**src/rtl/tblx_pkg.sv**
```systemverilog
package tblx_pkg;
  typedef enum logic [1:0] {
    UPD_HOLD     = 2'd0,
    UPD_POST_INC = 2'd1,
    UPD_POST_DEC = 2'd2,
    UPD_PRE_INC  = 2'd3
  } upd_mode_e;

  typedef enum logic [1:0] {
    PH_IDLE = 2'd0,
    PH_ADDR = 2'd1,
    PH_DATA = 2'd2
  } phase_e;
endpackage

```
**src/rtl/tblx_seq.sv**
```systemverilog
module tblx_seq
  import tblx_pkg::*;
(
  input  logic      clk,
  input  logic      rst_n,
  input  logic      cmd_valid,
  input  logic      cmd_write,
  input  upd_mode_e cmd_mode,
  output logic      accept,
  output logic      busy,
  output logic      addr_ph,
  output logic      data_ph,
  output logic      op_write,
  output upd_mode_e op_mode
);
  phase_e phase;

  assign accept  = cmd_valid && (phase == PH_IDLE);
  assign addr_ph = (phase == PH_ADDR);
  assign data_ph = (phase == PH_DATA);
  assign busy    = addr_ph || data_ph;

  always_ff @(posedge clk or negedge rst_n) begin
    if (!rst_n) begin
      phase    <= PH_IDLE;
      op_write <= 1'b0;
      op_mode  <= UPD_HOLD;
    end else begin
      unique case (phase)
        PH_IDLE: if (accept) begin
          phase    <= PH_ADDR;
          op_write <= cmd_write;
          op_mode  <= cmd_mode;
        end
        PH_ADDR: phase <= PH_DATA;
        PH_DATA: phase <= PH_IDLE;
        default: phase <= PH_IDLE;
      endcase
    end
  end

  AST_ADDR_THEN_DATA: assert property (@(posedge clk) disable iff (!rst_n)
    addr_ph |=> data_ph);
  AST_DATA_THEN_IDLE: assert property (@(posedge clk) disable iff (!rst_n)
    data_ph |=> !busy);
  AST_START_NEEDS_VALID: assert property (@(posedge clk) disable iff (!rst_n)
    $rose(busy) |-> $past(cmd_valid));
endmodule

```
**src/rtl/tblx_ptr.sv**
```systemverilog
module tblx_ptr
  import tblx_pkg::*;
#(
  parameter int PTR_W  = 21,
  parameter int DATA_W = 8,
  parameter int SEL_W  = 2
) (
  input  logic              clk,
  input  logic              rst_n,
  input  logic              accept,
  input  upd_mode_e         acc_mode,
  input  logic              addr_ph,
  input  logic              data_ph,
  input  upd_mode_e         op_mode,
  input  logic              reg_wr,
  input  logic [SEL_W-1:0]  reg_sel,
  input  logic [DATA_W-1:0] reg_wdata,
  output logic [PTR_W-1:0]  ptr
);
  localparam int NLANE = (PTR_W + DATA_W - 1) / DATA_W;
  localparam logic [PTR_W-1:0] ONE = {{(PTR_W-1){1'b0}}, 1'b1};

  logic [PTR_W-1:0] wr_img;
  logic [PTR_W-1:0] nxt;

  for (genvar g = 0; g < NLANE; g++) begin : g_lane
    localparam int LO = g * DATA_W;
    localparam int HI = ((g + 1) * DATA_W > PTR_W) ? PTR_W : (g + 1) * DATA_W;
    assign wr_img[HI-1:LO] = (reg_sel == SEL_W'(g)) ? reg_wdata[HI-LO-1:0] : ptr[HI-1:LO];
  end

  always_comb begin
    nxt = ptr;
    if (accept) begin
      if (acc_mode == UPD_PRE_INC) nxt = ptr + ONE;
    end else if (data_ph) begin
      if (op_mode == UPD_POST_INC) nxt = ptr + ONE;
      else if (op_mode == UPD_POST_DEC) nxt = ptr - ONE;
    end else if (reg_wr) begin
      nxt = wr_img;
    end
  end

  always_ff @(posedge clk or negedge rst_n) begin
    if (!rst_n) ptr <= '0;
    else        ptr <= nxt;
  end

  AST_PTR_STEADY_ADDR: assert property (@(posedge clk) disable iff (!rst_n)
    addr_ph |=> $stable(ptr));
  AST_HOLD_MODE: assert property (@(posedge clk) disable iff (!rst_n)
    (data_ph && op_mode == UPD_HOLD) |=> $stable(ptr));
  AST_POST_INC_STEP: assert property (@(posedge clk) disable iff (!rst_n)
    (data_ph && op_mode == UPD_POST_INC) |=> (ptr == $past(ptr) + ONE));
  AST_POST_DEC_STEP: assert property (@(posedge clk) disable iff (!rst_n)
    (data_ph && op_mode == UPD_POST_DEC) |=> (ptr == $past(ptr) - ONE));
endmodule

```
**src/rtl/tblx_latch.sv**
```systemverilog
module tblx_latch #(
  parameter int DATA_W    = 8,
  parameter int SEL_W     = 2,
  parameter int LATCH_SEL = 3
) (
  input  logic              clk,
  input  logic              rst_n,
  input  logic              load,
  input  logic [DATA_W-1:0] rdata,
  input  logic              reg_wr,
  input  logic              data_ph,
  input  logic              op_write,
  input  logic [SEL_W-1:0]  reg_sel,
  input  logic [DATA_W-1:0] reg_wdata,
  output logic [DATA_W-1:0] latch
);
  always_ff @(posedge clk or negedge rst_n) begin
    if (!rst_n)                                   latch <= '0;
    else if (load)                                latch <= rdata;
    else if (reg_wr && reg_sel == SEL_W'(LATCH_SEL)) latch <= reg_wdata;
  end

  AST_LATCH_KEEP_ON_WRITE: assert property (@(posedge clk) disable iff (!rst_n)
    (data_ph && op_write) |=> $stable(latch));
  AST_LATCH_TAKES_RDATA: assert property (@(posedge clk) disable iff (!rst_n)
    (data_ph && !op_write) |=> (latch == $past(rdata)));
endmodule

```
**src/rtl/tblptr_access.sv**
```systemverilog
module tblptr_access
  import tblx_pkg::*;
#(
  parameter int PTR_W  = 21,
  parameter int DATA_W = 8,
  localparam int NLANE = (PTR_W + DATA_W - 1) / DATA_W,
  localparam int SEL_W = $clog2(NLANE + 1)
) (
  input  logic              clk,
  input  logic              rst_n,
  input  logic              cmd_valid,
  output logic              cmd_ready,
  input  logic              cmd_write,
  input  logic [1:0]        cmd_mode,
  output logic              busy,
  input  logic              reg_we,
  input  logic [SEL_W-1:0]  reg_sel,
  input  logic [DATA_W-1:0] reg_wdata,
  output logic [PTR_W-1:0]  ptr_q,
  output logic [DATA_W-1:0] latch_q,
  output logic [PTR_W-1:0]  mem_addr,
  output logic              mem_we,
  output logic [DATA_W-1:0] mem_wdata,
  input  logic [DATA_W-1:0] mem_rdata
);
  logic      accept, addr_ph, data_ph, op_write, reg_wr;
  upd_mode_e op_mode;
  upd_mode_e in_mode;

  assign in_mode = upd_mode_e'(cmd_mode);

  tblx_seq u_seq (
    .clk(clk), .rst_n(rst_n), .cmd_valid(cmd_valid), .cmd_write(cmd_write),
    .cmd_mode(in_mode), .accept(accept), .busy(busy), .addr_ph(addr_ph),
    .data_ph(data_ph), .op_write(op_write), .op_mode(op_mode)
  );

  assign reg_wr = reg_we && !busy && !accept;

  tblx_ptr #(.PTR_W(PTR_W), .DATA_W(DATA_W), .SEL_W(SEL_W)) u_ptr (
    .clk(clk), .rst_n(rst_n), .accept(accept), .acc_mode(in_mode),
    .addr_ph(addr_ph), .data_ph(data_ph), .op_mode(op_mode), .reg_wr(reg_wr),
    .reg_sel(reg_sel), .reg_wdata(reg_wdata), .ptr(ptr_q)
  );

  tblx_latch #(.DATA_W(DATA_W), .SEL_W(SEL_W), .LATCH_SEL(NLANE)) u_latch (
    .clk(clk), .rst_n(rst_n), .load(data_ph && !op_write), .rdata(mem_rdata),
    .reg_wr(reg_wr), .data_ph(data_ph), .op_write(op_write), .reg_sel(reg_sel),
    .reg_wdata(reg_wdata), .latch(latch_q)
  );

  assign cmd_ready = !busy;
  assign mem_addr  = ptr_q;
  assign mem_wdata = latch_q;
  assign mem_we    = addr_ph && op_write;

  AST_WE_WHILE_BUSY: assert property (@(posedge clk) disable iff (!rst_n)
    mem_we |-> busy);
  AST_WE_SINGLE: assert property (@(posedge clk) disable iff (!rst_n)
    mem_we |=> !mem_we);
  AST_REG_IGNORED_BUSY: assert property (@(posedge clk) disable iff (!rst_n)
    (busy && reg_we && reg_sel == SEL_W'(NLANE) && !data_ph) |=> $stable(latch_q));
endmodule

```
**config.mk**
```make
export PLATFORM = sky130hd
export DESIGN_NAME = tblptr_access
export DESIGN_NICKNAME = d
export VERILOG_FILES = /design/src/rtl/tblx_pkg.sv /design/src/rtl/tblx_seq.sv /design/src/rtl/tblx_ptr.sv /design/src/rtl/tblx_latch.sv /design/src/rtl/tblptr_access.sv
export SDC_FILE = /design/constraint.sdc
export NUM_CORES = 1
export LEC_CHECK = 0
export ABC_AREA = 1
export CAP_MARGIN = 25
export CELL_PAD_IN_SITES_DETAIL_PLACEMENT = 0
export CELL_PAD_IN_SITES_GLOBAL_PLACEMENT = 1
export CORE_ASPECT_RATIO = 0.8
export CORE_MARGIN = 10
export CORE_UTILIZATION = 47
export DETAILED_ROUTE_END_ITERATION = 10
export DONT_BUFFER_PORTS = 1
export PLACE_DENSITY_LB_ADDON = 0.15
export SYNTH_ARGS = -nofsm -noshare
export SYNTH_HDL_FRONTEND = slang
export SYNTH_SLANG_ARGS = --single-unit
export TNS_END_PERCENT = 1
```
**constraint.sdc**
```tcl
create_clock -name clk -period 4.2 [get_ports clk]
set_input_delay 0.84 -clock clk [delete_from_list [all_inputs] [get_ports clk]]
set_output_delay 0.84 -clock clk [all_outputs]
set_load 0.01 [all_outputs]
```
==> impl_metrics.csv, run 1 <==
group,metric,value,unit
sta,timing.clock.skew,0.00716,ns
clocking,cts_tree,"built",
placed_design,io_buffer_count,0,
critical_path,worstPathCellList,"inv_1 -> ha_1 -> inv_2 -> nand2_2 -> o21ai_1 -> nor2_2 -> nand2_1 -> inv_1 -> nand3_1 -> o21ai_0",
floorplan,die_w,114,um
sta,rsz0062_at_grt,"no",
placed_design,gp_congestion,0.913,
synth,synthCells,555,
clocking,cts_max_level,2,
global_routing,antenna_found_initial,0,
sta,finalMaxSlewViolations,0,
sta,fmax,372,MHz
route,drc,0,
critical_path,worst-path-max-fanout,25,
sta,maxSlewHeadroom,0.364,
sta,hold-worst-slack,0.226,ns
synth,yosysTopAreaCell,"dfrtp_1",
clocking,post_cts_buffers,0,
sta,final.setup.tns,0,ns
sta,tightest_slew,0.954,ns
clocking,cts.sinks,34,
power,vdd_drop_max,358,uV
route,wl_per_cell,17.5,um
sta,finalSetupViolCount,0,
critical_path,startpoint_type,"register",
route,drt.antenna.violating_nets,0,
route,vias,3392,
sta,hold_violations,0,
synth,ys_types,33,
global_routing,grt_overflow,0,
synth,synth_top_area_share,0.255,
critical_path,arrival,2.90,ns
sta,fin_crit_sh,0.641,
layout,nNetsFinal,551,
synth,synthTopCellsByArea,"dfrtp_1 26%, nand2_1 19%, inv_1 7.7%, buf_4 7.0%, nor2_1 7.0%",
clocking,numCtsBuffers,5,
global_routing,track_usage,0.196,
power,leakage,1.66,nW
global_routing,grt_max_degree,35,
synth,synth-seq-cells,34,
clocking,cts-resized-gates,0,
layout,area_delta_synth_final,-1.65,%
power,power_density,847,mW/mm2
route,via_per_inst,5.60,
critical_path,slowest_delay,0.81,ns
clocking,clock_latency,0.30,ns
synth,postSynthAreaPerCell,6.01,um2
route,drt_iter0_markers,356,
global_routing,grt_pass1_wl,17200,um
layout,fillCellCount,762,
critical_path,worst_setup_path_end_kind,"register",
hold_path,hold_path_class,"input port to async pin",
critical_path,critPathSlowestCell,"ha_1",
critical_path,critPathKind,"register to register",
layout,drive_gt1_frac,0.0655,
sta,finalCriticalPeriod,2.69,ns
placed_design,place_hpwl,8110,um
synth,synth_warnings,0,
layout,n_antenna_cell,0,
status,status,"completed",
floorplan,row_count,27,
route,wirelength,10600,um
floorplan,die_area,0.0109,mm2
clocking,clock_path_buffers,2,
floorplan,ios,86,
synth,netlist_area,0.00333,mm2
critical_path,required,4.41,ns
clocking,path_clk_slew,0.09,ns
route,dr.pass1.iters,6,
global_routing,grt_pass1_vias,3150,
synth,syn_nets,588,
floorplan,start_util,0.484,
flow_run,maxCapViolCount,0,
floorplan,fp.coreArea,0.00689,mm2
floorplan,die_y,95.3,um
critical_path,cpMostUsedCell,"inv_1",
synth,yosysSeqAreaShare,0.255,
clocking,clockRootBuffer,"clkbuf_8",
clocking,holdBufCountCts,0,
-- where the power goes --
group / total, W / switching [W] / leakage, nW / internal [W]
clock network: 0.000384 / 0.000146 / 0.0683 / 0.000238
registers: 0.000942 / 0.000457 / 0.408 / 0.000484
logic: 0.00145 / 0.00101 / 1.19 / 0.000440
total: 0.00278 / 0.00162 / 1.66 / 0.00116
-- stage by stage --
stage	power [W]	std cells	utilization	worst slack, ns	cell area [um2]
after floorplan	0.00216	555	-	2.35	3330
after global placement	0.00237	598	0.456	1.58	3140
after detailed placement	0.00238	598	0.456	1.55	3140
after CTS	0.00277	606	0.476	1.53	3280
after global routing	0.00305	606	0.476	1.26	3280
final	0.00278	606	0.476	1.51	3280
-- flip-flops by register name (all words and copies together), names as in the netlist --
| register | flops |
|---|---|
| u_seq.op_mode | 2 |
| u_seq.op_write | 1 |
| u_latch.latch | 8 |
| u_ptr.ptr | 21 |
| u_seq.phase | 2 |
-- cell usage in the layout (no fill, tap or decap), drive strengths merged --
cell type    n
a21oi       20
a31oi        1
and3         1
bufinv       2
clkbuf       5
clkinv       2
dfrtp       34
ha           8
inv         74
mux2i        1
nand2      176
nand3       46
nand3b       1
nand4       10
nor2        76
nor3         4
o211ai       4
o21ai       43
o31ai        1
or2          1
xnor2        2
xor2         7
-- layer usage --
metal | up-vias | track usage | wire length [um]
li1 | 1649 | - | -
met1 | 1569 | 0.278 | 4980
met2 | 161 | 0.300 | 4510
met3 | 13 | 0.0439 | 971
met4 | 0 | 0.0375 | 121
met5 | - | 0 | 0
-- worst max-delay path: cells and delay by family, from the launching register on --
kind                       cells  cell delay [ns]
adders and majority gates      1             0.81
buffers and inverters          3             0.59
and+or+nand+nor                4             0.59
DFF                            1             0.40
AOI/OAI and AO/OA              2             0.22
-- final timing paths --
| kind | slack (ns) | endpoint | cells after the start | from |
|---|---|---|---|---|
| worst max-delay path | 1.51 | u_ptr.ptr[2] | 10 | u_seq.phase[0] |
| worst min-delay path | 0.23 | u_latch.latch[7] | 0 | rst_n |
| worst max register to register | 1.51 | u_ptr.ptr[2] | 10 | u_seq.phase[0] |
| worst min register to register | 0.50 | u_seq.op_mode[0] | 2 | u_seq.op_mode[0] |
| max in group asynchronous | 3.89 | u_ptr.ptr[8] | 0 | rst_n |
| min in group clk | 0.50 | u_seq.op_mode[0] | 2 | u_seq.op_mode[0] |
-- Yosys cell counts --
library cell	n
a21oi_1	19
a21oi_2	1
a31oi_1	1
and3_1	1
buf_1	1
buf_2	9
buf_4	31
buf_6	1
clkbuf_1	1
clkbuf_2	1
clkinv_1	1
dfrtp_1	34
ha_1	8
inv_1	68
inv_2	6
mux2i_1	1
nand2_1	172
nand2_2	4
nand3_1	45
nand3_2	1
nand3b_1	1
nand4_1	10
nor2_1	62
nor2_2	10
nor2_4	4
nor3_1	4
o211ai_1	4
o21ai_0	37
o21ai_1	6
o31ai_1	1
or2_1	1
xnor2_1	2
xor2_1	7
-- layout make-up --
class / count / area [um2] / area share
clock buffer: 5 / 68.8 / 0.0210
sequential: 34 / 851 / 0.259
tap: 87 / 109 / 0.0332
inverter: 75 / 282 / 0.0858
clock inverter: 3 / 68.8 / 0.0210
multi-input combinational: 402 / 1900 / 0.580
-- cells by family after synthesis --
| family | share of synthesized area |
|---|---|
| and+or+nand+nor | 0.405 |
| DFF | 0.255 |
| xor gates and xnor gates | 0.0236 |
| muxes | 0.00300 |
| buffers and inverters | 0.175 |
| AOI/OAI and AO/OA | 0.109 |
| adders and majority gates | 0.0300 |
Power figures use the tool's default switching activity.
==> run 2: changes to the inputs <==
--- a/config.mk
+++ b/config.mk
@@ -11,7 +11,7 @@
 export CELL_PAD_IN_SITES_GLOBAL_PLACEMENT = 1
 export CORE_ASPECT_RATIO = 0.8
 export CORE_MARGIN = 10
-export CORE_UTILIZATION = 47
+export CORE_UTILIZATION = 44
 export DETAILED_ROUTE_END_ITERATION = 10
 export DONT_BUFFER_PORTS = 1
 export PLACE_DENSITY_LB_ADDON = 0.15
==> constraint.sdc (replaced) <==
create_clock -name clk -period 2.7 [get_ports clk]
set_input_delay 0.54 -clock clk [delete_from_list [all_inputs] [get_ports clk]]
set_output_delay 0.54 -clock clk [all_outputs]
set_load 0.01 [all_outputs]
==> run 2 against run 1 <==
Non-clock buffer count increased by 14. Register-to-register slack got worse by 1.1 ns. Via count increased by 0.29%. Wire length increased by 5.0%. Total power increased by 54%. Combinational power increased by 72%. Critical endpoint is now u_ptr.ptr[9].
==> impl_metrics.csv, run 2 (synthesized netlist as in run 1, its figures left out) <==
group,metric,value,unit
clocking,clockRootBuffer,"clkbuf_8",
critical_path,startpoint_type,"register",
critical_path,cpMostUsedCell,"nand2_1",
global_routing,antenna_found_initial,0,
layout,n_antenna_cell,0,
critical_path,endpoint,"u_ptr.ptr[9]",
sta,rsz0062_at_grt,"no",
sta,finalSetupViolCount,0,
global_routing,grt_overflow,0,
layout,layout_common_cells,"172 x nand2_1, 68 x inv_1, 62 x nor2_1",
clocking,numCtsBuffers,5,
sta,setup_slack,0.404,ns
layout,drive_gt1_frac,0.0882,
sta,hold_violations,0,
critical_path,worst-path-max-fanout,15,
layout,nNetsFinal,565,
layout,area_delta_synth_final,1.01,%
critical_path,arrival,2.53,ns
floorplan,die_y,97.9,um
floorplan,ios,86,
global_routing,grt_max_degree,35,
clocking,clock_latency,0.29,ns
power,leakage,1.71,nW
layout,fillCellCount,814,
layout,reg.largest.list,"u_ptr.ptr (21), u_latch.latch (8)",
clocking,cts_max_level,2,
clocking,cts-resized-gates,0,
sta,maxSlewHeadroom,0.636,
sta,fmax,436,MHz
layout,regArea,851,um2
route,wirelength,11100,um
floorplan,row_count,28,
layout,regMostFlops,"u_ptr.ptr",
global_routing,grt_pass1_vias,3122,
flow_run,maxCapViolCount,0,
route,dr.pass1.iters,6,
placed_design,place_area,0.00326,mm2
critical_path,startpoint,"u_seq.phase[0]",
layout,final_common_cell,"nand2_1",
clocking,cts.sinks,34,
hold_path,hold_path_class,"input port to async pin",
critical_path,worstRegToRegCells,12,
critical_path,worst_setup_path_end_kind,"register",
critical_path,timing.rr.end,"u_ptr.ptr[9]",
sta,tightest_slew,0.545,ns
critical_path,r2r_slack,0.40,ns
layout,final_cells,638,
power,vdd_drop_max,462,uV
sta,finalCriticalPeriod,2.30,ns
sta,final.setup.tns,0,ns
status,status,"completed",
global_routing,grt_pass1_wl,17200,um
placed_design,gp_congestion,0.911,
critical_path,critPathKind,"register to register",
layout,design_area,0.00337,mm2
clocking,clock_path_buffers,2,
critical_path,r2r-start,"u_seq.phase[0]",
critical_path,required,2.93,ns
placed_design,place_hpwl,8830,um
floorplan,die_w,117,um
placed_design,dpl_worst_slack,0.455,ns
critical_path,slowest_delay,0.41,ns
power,power_density,1270,mW/mm2
global_routing,track_usage,0.183,
route,vias,3402,
route,wl_per_cell,17.4,um
route,drt_iter0_markers,311,
route,drc,0,
floorplan,start_util,0.451,
placed_design,placed_cells,629,
layout,multi_input_area,0.00190,mm2
floorplan,fp.coreArea,0.00739,mm2
sta,timing.clock.skew,0.0107,ns
sta,finalMaxSlewViolations,0,
floorplan,die_area,0.0115,mm2
sta,fin_crit_sh,0.850,
clocking,path_clk_slew,0.08,ns
placed_design,io_buffer_count,0,
layout,largest_reg_flops,21,
route,drt.antenna.violating_nets,0,
route,via_per_inst,5.33,
critical_path,worstPathCellList,"inv_1 -> ha_1 -> nand2_1 -> nand2_2 -> o21ai_1 -> nor2_2 -> inv_2 -> nor2_4 -> inv_2 -> a21oi_2 -> nand2_1 -> nand2_1",
critical_path,critPathSlowestCell,"dfrtp_1",
clocking,cts_tree,"built",
-- run 2: critical path, delay by kind of cell, from the launching register on --
kind                     cells  cell delay [ns]
AO/OA/AOI/OAI                2             0.21
buffers and inverters        3             0.37
adder cells (fa/ha/maj)      1             0.18
flip-flops                   1             0.41
AND/OR/NAND/NOR              6             1.07
-- run 2: layout make-up --
type                       count  share of cell area
inverter                      75              0.0836
clock buffer                   6              0.0215
timing repair buffer          14              0.0349
clock inverter                 2             0.00409
sequential                    34               0.253
multi-input combinational    402               0.564
tap                          105              0.0390
-- run 2: routing by layer --
layer  up-vias  routed length (um)  global-route usage
met4         0                  85              0.0298
met5         -                   0                   0
met3        12                1090              0.0512
met2       157                4930               0.283
li1       1669                   -                   -
met1      1564                5010               0.251
-- run 2: worst min path at each step --
stage	start	to	slack, ns	cells after the start
3_3_place_gp	rst_n	u_seq.phase[0]	0.25	0
3_5_place_dp	rst_n	u_seq.phase[0]	0.25	0
4_1_cts	rst_n	u_seq.phase[0]	0.07	1
6_report	rst_n	u_seq.phase[1]	0.08	1
2_1_floorplan	rst_n	u_latch.latch[0]	0.24	0
5_1_grt	rst_n	u_latch.latch[2]	0.08	1
-- run 2: report_power, final --
part / internal [W] / switching (W)
clock network: 0.000182 / 0.000210
logic: 0.000789 / 0.00171
registers: 0.000755 / 0.000627
-- run 2: through the flow --
stage	power, W	hold WS [ns]	utilization
after global placement	0.00385	0.246	0.441
after global routing	0.00468	0.0774	0.456
after detailed placement	0.00386	0.246	0.441
after floorplan	0.00337	0.244	-
after CTS	0.00428	0.0738	0.456
final	0.00427	0.0760	0.456
-- run 2: repair_timing --
action / 4_1_cts / 5_1_grt
setup buffers: 0 / 0
hold endpoints to repair: 34 / 0
hold buffers: 1 / 0
